`src/rtl/bwa_pkg.sv`:
```
// Package: shared types for the bus width adapter.
// Assumes nothing beyond IEEE 1800-2017.
package bwa_pkg;

    // Address scheme: split into narrow beats, or one access per word
    typedef enum logic {
        ALIGN_SPLIT = 1'b0,
        ALIGN_WORD  = 1'b1
    } align_mode_e;

    localparam int MASTER_W  = 32;
    localparam int MASTER_BE = MASTER_W / 8;

endpackage

```
`src/rtl/bwa_lane_seq.sv`:
```
// Module: bwa_lane_seq
// Walks the lanes of one split master access in ascending order. It picks
// the lowest enabled lane at or above the beat counter, flags whether it is
// the last one, and advances on each accepted slave beat.
// Assumes the master holds its request stable while stalled.
module bwa_lane_seq #(
    parameter int NLANES = 4,
    parameter int LANE_W = (NLANES > 1) ? $clog2(NLANES) : 1
) (
    input  logic              clk,
    input  logic              rst_n,
    input  logic              req,
    input  logic [NLANES-1:0] lane_en,
    input  logic              s_waitreq,
    output logic [LANE_W-1:0] lane_sel,
    output logic              lane_valid,
    output logic              lane_last,
    output logic              step,
    output logic              finish
);

    logic [LANE_W-1:0] beat_q;
    logic              more;

    // Select the lowest enabled lane not yet served
    always_comb begin
        lane_sel   = '0;
        lane_valid = 1'b0;
        for (int i = NLANES - 1; i >= 0; i--) begin
            if (lane_en[i] && (LANE_W'(i) >= beat_q)) begin
                lane_sel   = LANE_W'(i);
                lane_valid = 1'b1;
            end
        end
    end

    // Detect whether any enabled lane remains above the selected one
    always_comb begin
        more = 1'b0;
        for (int i = 0; i < NLANES; i++) begin
            if (lane_en[i] && (LANE_W'(i) > lane_sel)) more = 1'b1;
        end
    end

    assign lane_last = ~more;
    assign step      = req & lane_valid & ~s_waitreq;
    assign finish    = req & (~lane_valid | (step & lane_last));

    // Beat counter: restart after a finished access, else move past the served lane
    always_ff @(posedge clk) begin
        if (!rst_n)      beat_q <= '0;
        else if (finish) beat_q <= '0;
        else if (step)   beat_q <= lane_sel + 1'b1;
    end

    // a beat is never taken while the slave stalls
    assert_no_step_on_stall_R7: assert property (@(posedge clk) disable iff (!rst_n)
        s_waitreq |-> !step);

    // with no request pending the counter rests at lane 0
    assert_rest_at_zero_R11: assert property (@(posedge clk) disable iff (!rst_n)
        (!req && !$past(req)) |-> (beat_q == '0));

endmodule

```
`src/rtl/bwa_read_asm.sv`:
```
// Module: bwa_read_asm
// Collects narrow read beats into a 32-bit word, little-endian. Earlier
// beats are held in lane registers; the final beat is passed straight
// through so the word is ready in the cycle the last beat is accepted.
// Assumes lanes are read in ascending order and the top lane is last.
module bwa_read_asm #(
    parameter int NLANES = 4,
    parameter int SLV_W  = 8,
    parameter int LANE_W = (NLANES > 1) ? $clog2(NLANES) : 1
) (
    input  logic                    clk,
    input  logic                    rst_n,
    input  logic                    capture,
    input  logic [LANE_W-1:0]       lane_sel,
    input  logic [SLV_W-1:0]        s_rdata,
    output logic [NLANES*SLV_W-1:0] word
);

    logic [NLANES-1:0][SLV_W-1:0] lane_q;

    // Hold each non-final beat in its lane register
    always_ff @(posedge clk) begin
        if (!rst_n)       lane_q <= '0;
        else if (capture) lane_q[lane_sel] <= s_rdata;
    end

    // Build the output word, bypassing the lane now on the bus
    for (genvar g = 0; g < NLANES; g++) begin : g_lane
        assign word[g*SLV_W +: SLV_W] = (lane_sel == LANE_W'(g)) ? s_rdata : lane_q[g];
    end

endmodule

```
`src/rtl/bwa_write_steer.sv`:
```
// Module: bwa_write_steer
// Routes the selected lane of master write data and byte enables onto the
// narrow slave bus and reports which lanes carry any enabled byte.
// Assumes SLV_W is 8 or 16.
module bwa_write_steer #(
    parameter int NLANES = 4,
    parameter int SLV_W  = 8,
    parameter int SLV_BE = SLV_W / 8,
    parameter int LANE_W = (NLANES > 1) ? $clog2(NLANES) : 1
) (
    input  logic [NLANES*SLV_W-1:0]  m_wdata,
    input  logic [NLANES*SLV_BE-1:0] m_be,
    input  logic [LANE_W-1:0]        lane_sel,
    output logic [SLV_W-1:0]         s_wdata,
    output logic [SLV_BE-1:0]        s_be,
    output logic [NLANES-1:0]        lane_en
);

    // Pick data and enables of the current lane
    assign s_wdata = m_wdata[lane_sel*SLV_W +: SLV_W];
    assign s_be    = m_be[lane_sel*SLV_BE +: SLV_BE];

    // A lane is live when any of its master byte enables is set
    for (genvar g = 0; g < NLANES; g++) begin : g_en
        assign lane_en[g] = |m_be[g*SLV_BE +: SLV_BE];
    end

endmodule

```
`src/rtl/bus_width_adapter.sv`:
```
// Module: bus_width_adapter (top)
// Joins a 32-bit master to an 8- or 16-bit slave. MODE selects split
// addressing (byte-contiguous, several beats per word) or word addressing
// (one access per word, slave address = master address / 4).
// Assumes m_read and m_write are never high together, the master holds its
// request stable while m_waitreq is high, and slave read data is valid when
// the slave accepts a read.
module bus_width_adapter
    import bwa_pkg::*;
#(
    parameter int          SLV_W  = 8,
    parameter align_mode_e MODE   = ALIGN_SPLIT,
    parameter int          ADDR_W = 16
) (
    input  logic                  clk,
    input  logic                  rst_n,
    input  logic [ADDR_W-1:0]     m_addr,
    input  logic                  m_read,
    input  logic                  m_write,
    input  logic [MASTER_W-1:0]   m_wdata,
    input  logic [MASTER_BE-1:0]  m_be,
    output logic [MASTER_W-1:0]   m_rdata,
    output logic                  m_waitreq,
    output logic [ADDR_W-1:0]     s_addr,
    output logic                  s_read,
    output logic                  s_write,
    output logic [SLV_W-1:0]      s_wdata,
    output logic [SLV_W/8-1:0]    s_be,
    input  logic [SLV_W-1:0]      s_rdata,
    input  logic                  s_waitreq
);

    localparam int SLV_BE = SLV_W / 8;
    localparam int NLANES = MASTER_W / SLV_W;
    localparam int LANE_W = (NLANES > 1) ? $clog2(NLANES) : 1;

    logic req;
    logic unused_addr_lsb;

    assign req             = m_read | m_write;
    assign unused_addr_lsb = ^m_addr[1:0];

    if (MODE == ALIGN_SPLIT) begin : g_split
        logic [LANE_W-1:0] lane_sel;
        logic [NLANES-1:0] wr_en;
        logic [NLANES-1:0] lane_en;
        logic              lane_valid, lane_last, step, finish;

        // Reads visit every lane; writes only lanes with enabled bytes
        assign lane_en = m_write ? wr_en : {NLANES{1'b1}};

        bwa_lane_seq #(.NLANES(NLANES), .LANE_W(LANE_W)) u_seq (
            .clk        (clk),
            .rst_n      (rst_n),
            .req        (req),
            .lane_en    (lane_en),
            .s_waitreq  (s_waitreq),
            .lane_sel   (lane_sel),
            .lane_valid (lane_valid),
            .lane_last  (lane_last),
            .step       (step),
            .finish     (finish)
        );

        bwa_write_steer #(.NLANES(NLANES), .SLV_W(SLV_W), .SLV_BE(SLV_BE), .LANE_W(LANE_W)) u_steer (
            .m_wdata  (m_wdata),
            .m_be     (m_be),
            .lane_sel (lane_sel),
            .s_wdata  (s_wdata),
            .s_be     (s_be),
            .lane_en  (wr_en)
        );

        bwa_read_asm #(.NLANES(NLANES), .SLV_W(SLV_W), .LANE_W(LANE_W)) u_asm (
            .clk      (clk),
            .rst_n    (rst_n),
            .capture  (step & ~lane_last & m_read),
            .lane_sel (lane_sel),
            .s_rdata  (s_rdata),
            .word     (m_rdata)
        );

        // Slave strobes and byte-contiguous address
        assign s_read    = m_read  & lane_valid;
        assign s_write   = m_write & lane_valid;
        assign s_addr    = ADDR_W'({m_addr[ADDR_W-1:2], lane_sel});
        assign m_waitreq = req & ~finish;

        // a read completes only on the top lane
        assert_read_ends_top_lane_R3: assert property (@(posedge clk) disable iff (!rst_n)
            (m_read && !m_waitreq) |-> (lane_sel == LANE_W'(NLANES - 1)));

        // no slave write goes out with every byte disabled
        assert_no_empty_write_R5: assert property (@(posedge clk) disable iff (!rst_n)
            s_write |-> (|s_be));

        // consecutive read beats move to a higher slave address
        assert_beats_ascend_R1: assert property (@(posedge clk) disable iff (!rst_n)
            (s_read && !s_waitreq && m_waitreq) |=> (!s_read || (s_addr > $past(s_addr))));
    end else begin : g_word
        logic unused_word;

        // One slave access per master access at the word index
        assign s_read    = m_read;
        assign s_write   = m_write;
        assign s_addr    = ADDR_W'(m_addr[ADDR_W-1:2]);
        assign s_wdata   = m_wdata[SLV_W-1:0];
        assign s_be      = m_be[SLV_BE-1:0];
        assign m_rdata   = {{(MASTER_W - SLV_W){1'b0}}, s_rdata};
        assign m_waitreq = req & s_waitreq;
        assign unused_word = ^{m_wdata, m_be};

        // master completion coincides with a single accepted slave access
        assert_one_access_R8: assert property (@(posedge clk) disable iff (!rst_n)
            (req && !m_waitreq) |-> ((s_read || s_write) && !s_waitreq));
    end

    // no strobes without a master request
    assert_idle_quiet_R11: assert property (@(posedge clk) disable iff (!rst_n)
        !req |-> (!s_read && !s_write && !m_waitreq));

    // a stalled slave beat always stalls the master
    assert_stall_holds_R7: assert property (@(posedge clk) disable iff (!rst_n)
        ((s_read || s_write) && s_waitreq) |-> m_waitreq);

endmodule

```
`config.mk`:
```
export PLATFORM = sky130hd
export DESIGN_NAME = bus_width_adapter
export DESIGN_NICKNAME = d
export VERILOG_FILES = /design/src/rtl/bwa_pkg.sv /design/src/rtl/bwa_lane_seq.sv /design/src/rtl/bwa_read_asm.sv /design/src/rtl/bwa_write_steer.sv /design/src/rtl/bus_width_adapter.sv
export SDC_FILE = /design/constraint.sdc
export NUM_CORES = 1
export LEC_CHECK = 0
export BUFFER_PORTS_ARGS = -buffer_cell sky130_fd_sc_hd__buf_2
export CAP_MARGIN = 20
export CORE_MARGIN = 4
export CORE_UTILIZATION = 45
export DETAILED_ROUTE_END_ITERATION = 6
export PLACE_DENSITY = 0.78
export SLEW_MARGIN = 10
export SYNTH_ARGS = -nofsm -noshare
export SYNTH_HDL_FRONTEND = slang
export SYNTH_HIERARCHICAL = 1
export SYNTH_SLANG_ARGS = --single-unit
```
`constraint.sdc`:
```
create_clock -name clk -period 3.7 [get_ports clk]
set_input_delay 0.555 -clock clk [delete_from_list [all_inputs] [get_ports clk]]
set_output_delay 0.555 -clock clk [all_outputs]
set_load 0.1 [all_outputs]
```
==> metrics.txt <==
# TYPE chip_impl_metric gauge
chip_impl_info{name="run_status",value="complete, no violations"} 1
chip_impl_info{name="top_layer",value="met4"} 1
chip_impl_metric{name="initial_util",unit="%"} 47.5
chip_impl_metric{name="slew_viol_final",unit=""} 0
chip_impl_metric{name="worst_slew_pin_slew",unit="ns"} 0.730
chip_impl_info{name="cpMaxStageDelayCell",value="sky130_fd_sc_hd__a21oi_1"} 1
chip_impl_metric{name="global_route_wire_length_before_repair",unit="um"} 9240
chip_impl_metric{name="rows",unit=""} 25
chip_impl_metric{name="power_per_cell_area",unit="nW/um^2"} 557
chip_impl_metric{name="count_of_input_and_output_buffers",unit=""} 94
chip_impl_metric{name="floorplan.io_pins",unit=""} 125
chip_impl_metric{name="clock-sinks",unit=""} 34
chip_impl_metric{name="slew_headroom",unit="%"} 51.4
chip_impl_metric{name="die_w",unit="um"} 79.3
chip_impl_metric{name="post_cts_buffers",unit=""} 0
chip_impl_metric{name="asyncSetResetFlopFracSynth",unit="%"} 0
chip_impl_metric{name="ir_drop_worst_case_vdd",unit="mV"} 0.366
chip_impl_metric{name="global_route.overflow_total",unit=""} 0
chip_impl_metric{name="place.gp.congestion",unit=""} 0.741
chip_impl_metric{name="detail_route.drc_violations",unit=""} 0
chip_impl_info{name="worst_setup_path_start_kind",value="primary input"} 1
chip_impl_metric{name="drt_pass1_iterations",unit=""} 4
chip_impl_metric{name="synth.distinct_cells",unit=""} 40
chip_impl_metric{name="route.met3.wl",unit="um"} 336
chip_impl_metric{name="drv.max_cap_violation_count",unit=""} 0
chip_impl_metric{name="detailedPlace.worstSlack",unit="ns"} 0.345
chip_impl_metric{name="dpl_cell_area",unit="sq um"} 2640
chip_impl_metric{name="syn_area_per_cell",unit="sq um"} 10.0
chip_impl_info{name="dominantRegCellSynth",value="sky130_fd_sc_hd__dfxtp_1"} 1
chip_impl_metric{name="number_of_global_route_vias_before_repair",unit=""} 1931
chip_impl_info{name="synth.cells.most_frequent",value="42 x sky130_fd_sc_hd__nand2_1, 34 x sky130_fd_sc_hd__dfxtp_1, 33 x sky130_fd_sc_hd__mux2i_1"} 1
chip_impl_metric{name="max_freq",unit="MHz"} 296
chip_impl_metric{name="drtAntennaViolNets",unit=""} 0
chip_impl_metric{name="synth-seq-area-share",unit="%"} 29.8
chip_impl_metric{name="timing.final.hold_violations",unit=""} 0
chip_impl_metric{name="placed_cells",unit=""} 360
chip_impl_info{name="timing.critical_path.to_type",value="output port"} 1
chip_impl_metric{name="layout.cell_area.non_filler",unit="sq um"} 2750
chip_impl_metric{name="n_antenna_cell",unit=""} 0
chip_impl_info{name="hold_path_class",value="reg2reg"} 1
chip_impl_info{name="post_synth_main_area_contributors",value="sky130_fd_sc_hd__dfxtp_1 30%, sky130_fd_sc_hd__mux2_2 16%, sky130_fd_sc_hd__mux2i_1 14%"} 1
chip_impl_metric{name="floorplan_die_area",unit="sq um"} 6290
chip_impl_metric{name="layout-drive-gt1-share",unit="%"} 51.2
chip_impl_metric{name="post_synthesis_cells",unit=""} 228
chip_impl_metric{name="drt-total-wl",unit="um"} 5570
chip_impl_metric{name="instances_no_fill",unit=""} 368
chip_impl_metric{name="synth_top_cell_area_share",unit="%"} 29.8
chip_impl_metric{name="cts_buffers",unit=""} 5
chip_impl_info{name="timing.hold.worst.start",value="g_split.u_asm/lane_q[24]"} 1
chip_impl_metric{name="worst-r2r-cell-count",unit=""} 12
chip_impl_metric{name="dp_hpwl",unit="um"} 4180
chip_impl_metric{name="synth_seq_cells",unit=""} 34
chip_impl_info{name="rr_endpoint",value="g_split.u_asm/lane_q[15]"} 1
chip_impl_metric{name="critical_path.max_fanout",unit=""} 11
chip_impl_info{name="r2r-start",value="g_split.u_seq/beat_q[0]"} 1
chip_impl_info{name="tritoncts",value="yes"} 1
chip_impl_info{name="synth_largest_area_cell",value="sky130_fd_sc_hd__dfxtp_1"} 1
chip_impl_metric{name="maximum_number_of_pins_on_one_net_before_global_route_repair",unit=""} 42
chip_impl_metric{name="synth_enable_flop_cells",unit=""} 0
chip_impl_metric{name="static-leakage-power",unit="nW"} 1.49
chip_impl_info{name="critPathLaunch",value="m_be[1]"} 1
chip_impl_metric{name="grtUsageTotal",unit="%"} 18.6
chip_impl_metric{name="bufs_on_longest_clock_path",unit=""} 2
chip_impl_metric{name="met1_length",unit="um"} 2350
chip_impl_info{name="grt_setup_unrepaired",value="false"} 1
chip_impl_metric{name="required_time_of_the_critical_path",unit="ns"} 3.14
chip_impl_metric{name="layout_fillers",unit=""} 444
chip_impl_metric{name="clkSlewWorstSetupHoldPaths",unit="ns"} 0.07
chip_impl_metric{name="detailroute.wirelength.met2",unit="um"} 2810
chip_impl_info{name="end_point_of_the_critical_path",value="m_waitreq"} 1
chip_impl_metric{name="postLayoutSetupSlackWorst",unit="ns"} 0.322
chip_impl_metric{name="totalNegativeSetupSlack",unit="ns"} 0
chip_impl_metric{name="h-tree-depth",unit=""} 2
chip_impl_metric{name="cts_resized",unit=""} 0
chip_impl_info{name="critPathKind",value="in2out"} 1
chip_impl_info{name="root_cell_of_the_clock_tree",value="sky130_fd_sc_hd__clkbuf_8"} 1
chip_impl_info{name="timing.critical_path.cells",value="buf_2 -> nand2b_1 -> a21oi_1 -> o22ai_1 -> inv_1 -> ha_1 -> inv_1 -> a221oi_2 -> o31ai_2 -> o21ai_1 -> o21ba_2 -> buf_2"} 1
chip_impl_metric{name="drt-initial-drc-count",unit=""} 40
chip_impl_metric{name="layout_worst_path_cycle_share",unit="%"} 91.3
chip_impl_info{name="yosysMostFrequentCell",value="sky130_fd_sc_hd__nand2_1"} 1
chip_impl_metric{name="core-area",unit="sq um"} 4820
chip_impl_metric{name="route.detailed.wl_per_inst",unit="um"} 15.1
chip_impl_metric{name="vias",unit=""} 1916
chip_impl_metric{name="antenna_found_initial",unit=""} 0
chip_impl_metric{name="finClkSkew",unit="ns"} 0.00252
chip_impl_metric{name="die_height",unit="um"} 79.3
chip_impl_metric{name="r2r_slack",unit="ns"} 0.74
chip_impl_metric{name="critPathMaxStageDelay",unit="ns"} 0.28
chip_impl_metric{name="synth_fp_nets",unit=""} 295
chip_impl_metric{name="insertion_delay",unit="ns"} 0.29
chip_impl_metric{name="period_minus_slack",unit="ns"} 3.38
chip_impl_metric{name="synth_warnings",unit=""} 6
chip_impl_metric{name="area_growth",unit="%"} 20.2
chip_impl_metric{name="num-nets-final",unit=""} 367
chip_impl_metric{name="ctsHoldBuffers",unit=""} 0
chip_impl_metric{name="drt-vias-per-instance",unit=""} 5.21
chip_impl_metric{name="synthesis.area",unit="sq um"} 2290
chip_impl_metric{name="timing.final.setup_violations",unit=""} 0
chip_impl_metric{name="arrival",unit="ns"} 2.82
==> state kept, by name, indices dropped and copies added (netlist names) <==
register and cells:
g_split.u_asm/lane_q 32, g_split.u_seq/beat_q 2
==> layout by cell type (no fill, tap or decap), types with 2 or more instances in the layout <==
master / synthesis / layout
sky130_fd_sc_hd__buf_2: 4 / 94
sky130_fd_sc_hd__nand2_1: 42 / 42
sky130_fd_sc_hd__dfxtp_1: 34 / 34
sky130_fd_sc_hd__mux2i_1: 33 / 33
sky130_fd_sc_hd__mux2_2: 32 / 32
sky130_fd_sc_hd__mux4_2: 9 / 9
sky130_fd_sc_hd__nand2b_1: 7 / 7
sky130_fd_sc_hd__inv_1: 6 / 6
sky130_fd_sc_hd__clkbuf_8: 0 / 5
sky130_fd_sc_hd__nor2_1: 3 / 3
sky130_fd_sc_hd__clkinv_2: 0 / 2
sky130_fd_sc_hd__nand3b_1: 2 / 2
sky130_fd_sc_hd__o22ai_1: 2 / 2
sky130_fd_sc_hd__a21oi_1: 2 / 2
sky130_fd_sc_hd__o21ai_1: 2 / 2
sky130_fd_sc_hd__ha_1: 2 / 2
sky130_fd_sc_hd__buf_4: 18 / 2
==> layout make-up <==
cell class | instances | area [sq um] | share of cell area [%]
Timing Repair Buffer | 96 | 485 | 17.7
Clock buffer | 5 | 68.8 | 2.50
Sequential cell | 34 | 681 | 24.8
Inverter | 7 | 26.3 | 0.956
Tap cell | 67 | 83.8 | 3.05
Clock inverter | 3 | 40.0 | 1.46
Multi-Input combinational cell | 156 | 1360 | 49.6
==> stage by stage <==
| stage | hold WS, ns | power (mW) | util [%] |
|---|---|---|---|
| 3_3_place_gp | 0.443 | 1.20 | 54.8 |
| 6_report | 0.460 | 1.53 | 57.1 |
| 4_1_cts | 0.463 | 1.54 | 57.1 |
| 5_1_grt | 0.484 | 1.59 | 57.1 |
| 3_5_place_dp | 0.451 | 1.21 | 54.8 |
| 2_1_floorplan | 0.435 | 1.17 | - |
==> critical path, delay by kind of cell <==
kind / cells / cell delay, ns
buffers and inverters: 4 / 0.69
AOI/OAI and AO/OA: 6 / 1.15
and+or+nand+nor: 1 / 0.21
adders and majority gates: 1 / 0.20
==> cell families after synthesis <==
logic type               count (synthesis)  share of synthesized area (%)
buffers and inverters                   38                           10.6
flip-flops                              34                           29.8
AO/OA/AOI/OAI                           15                           5.91
multiplexers                            74                           39.1
adder cells (fa/ha/maj)                  2                           1.09
AND/OR/NAND/NOR                         65                           13.6
==> metal layers <==
layer / vias up / global-route usage, %
met4: 0 / 5.15
met5: - / 0
met1: 916 / 22.4
li1: 926 / -
met2: 63 / 32.9
met3: 11 / 4.20
==> worst min path at each step <==
stage	endpoint	slack, ns	cells after the start
CTS	g_split.u_asm/lane_q[24]	0.46	2
floorplan	g_split.u_asm/lane_q[10]	0.44	2
global placement	g_split.u_asm/lane_q[9]	0.44	2
global route	g_split.u_asm/lane_q[21]	0.48	2
finish	g_split.u_asm/lane_q[24]	0.46	2
detailed placement	g_split.u_asm/lane_q[20]	0.45	2
==> report_power, final <==
part	switching [mW]	internal [mW]
Clock	0.136	0.198
Combinational	0.632	0.176
Sequential	0.00934	0.378
Total	0.777	0.753
(Power assumes the default switching activity.)
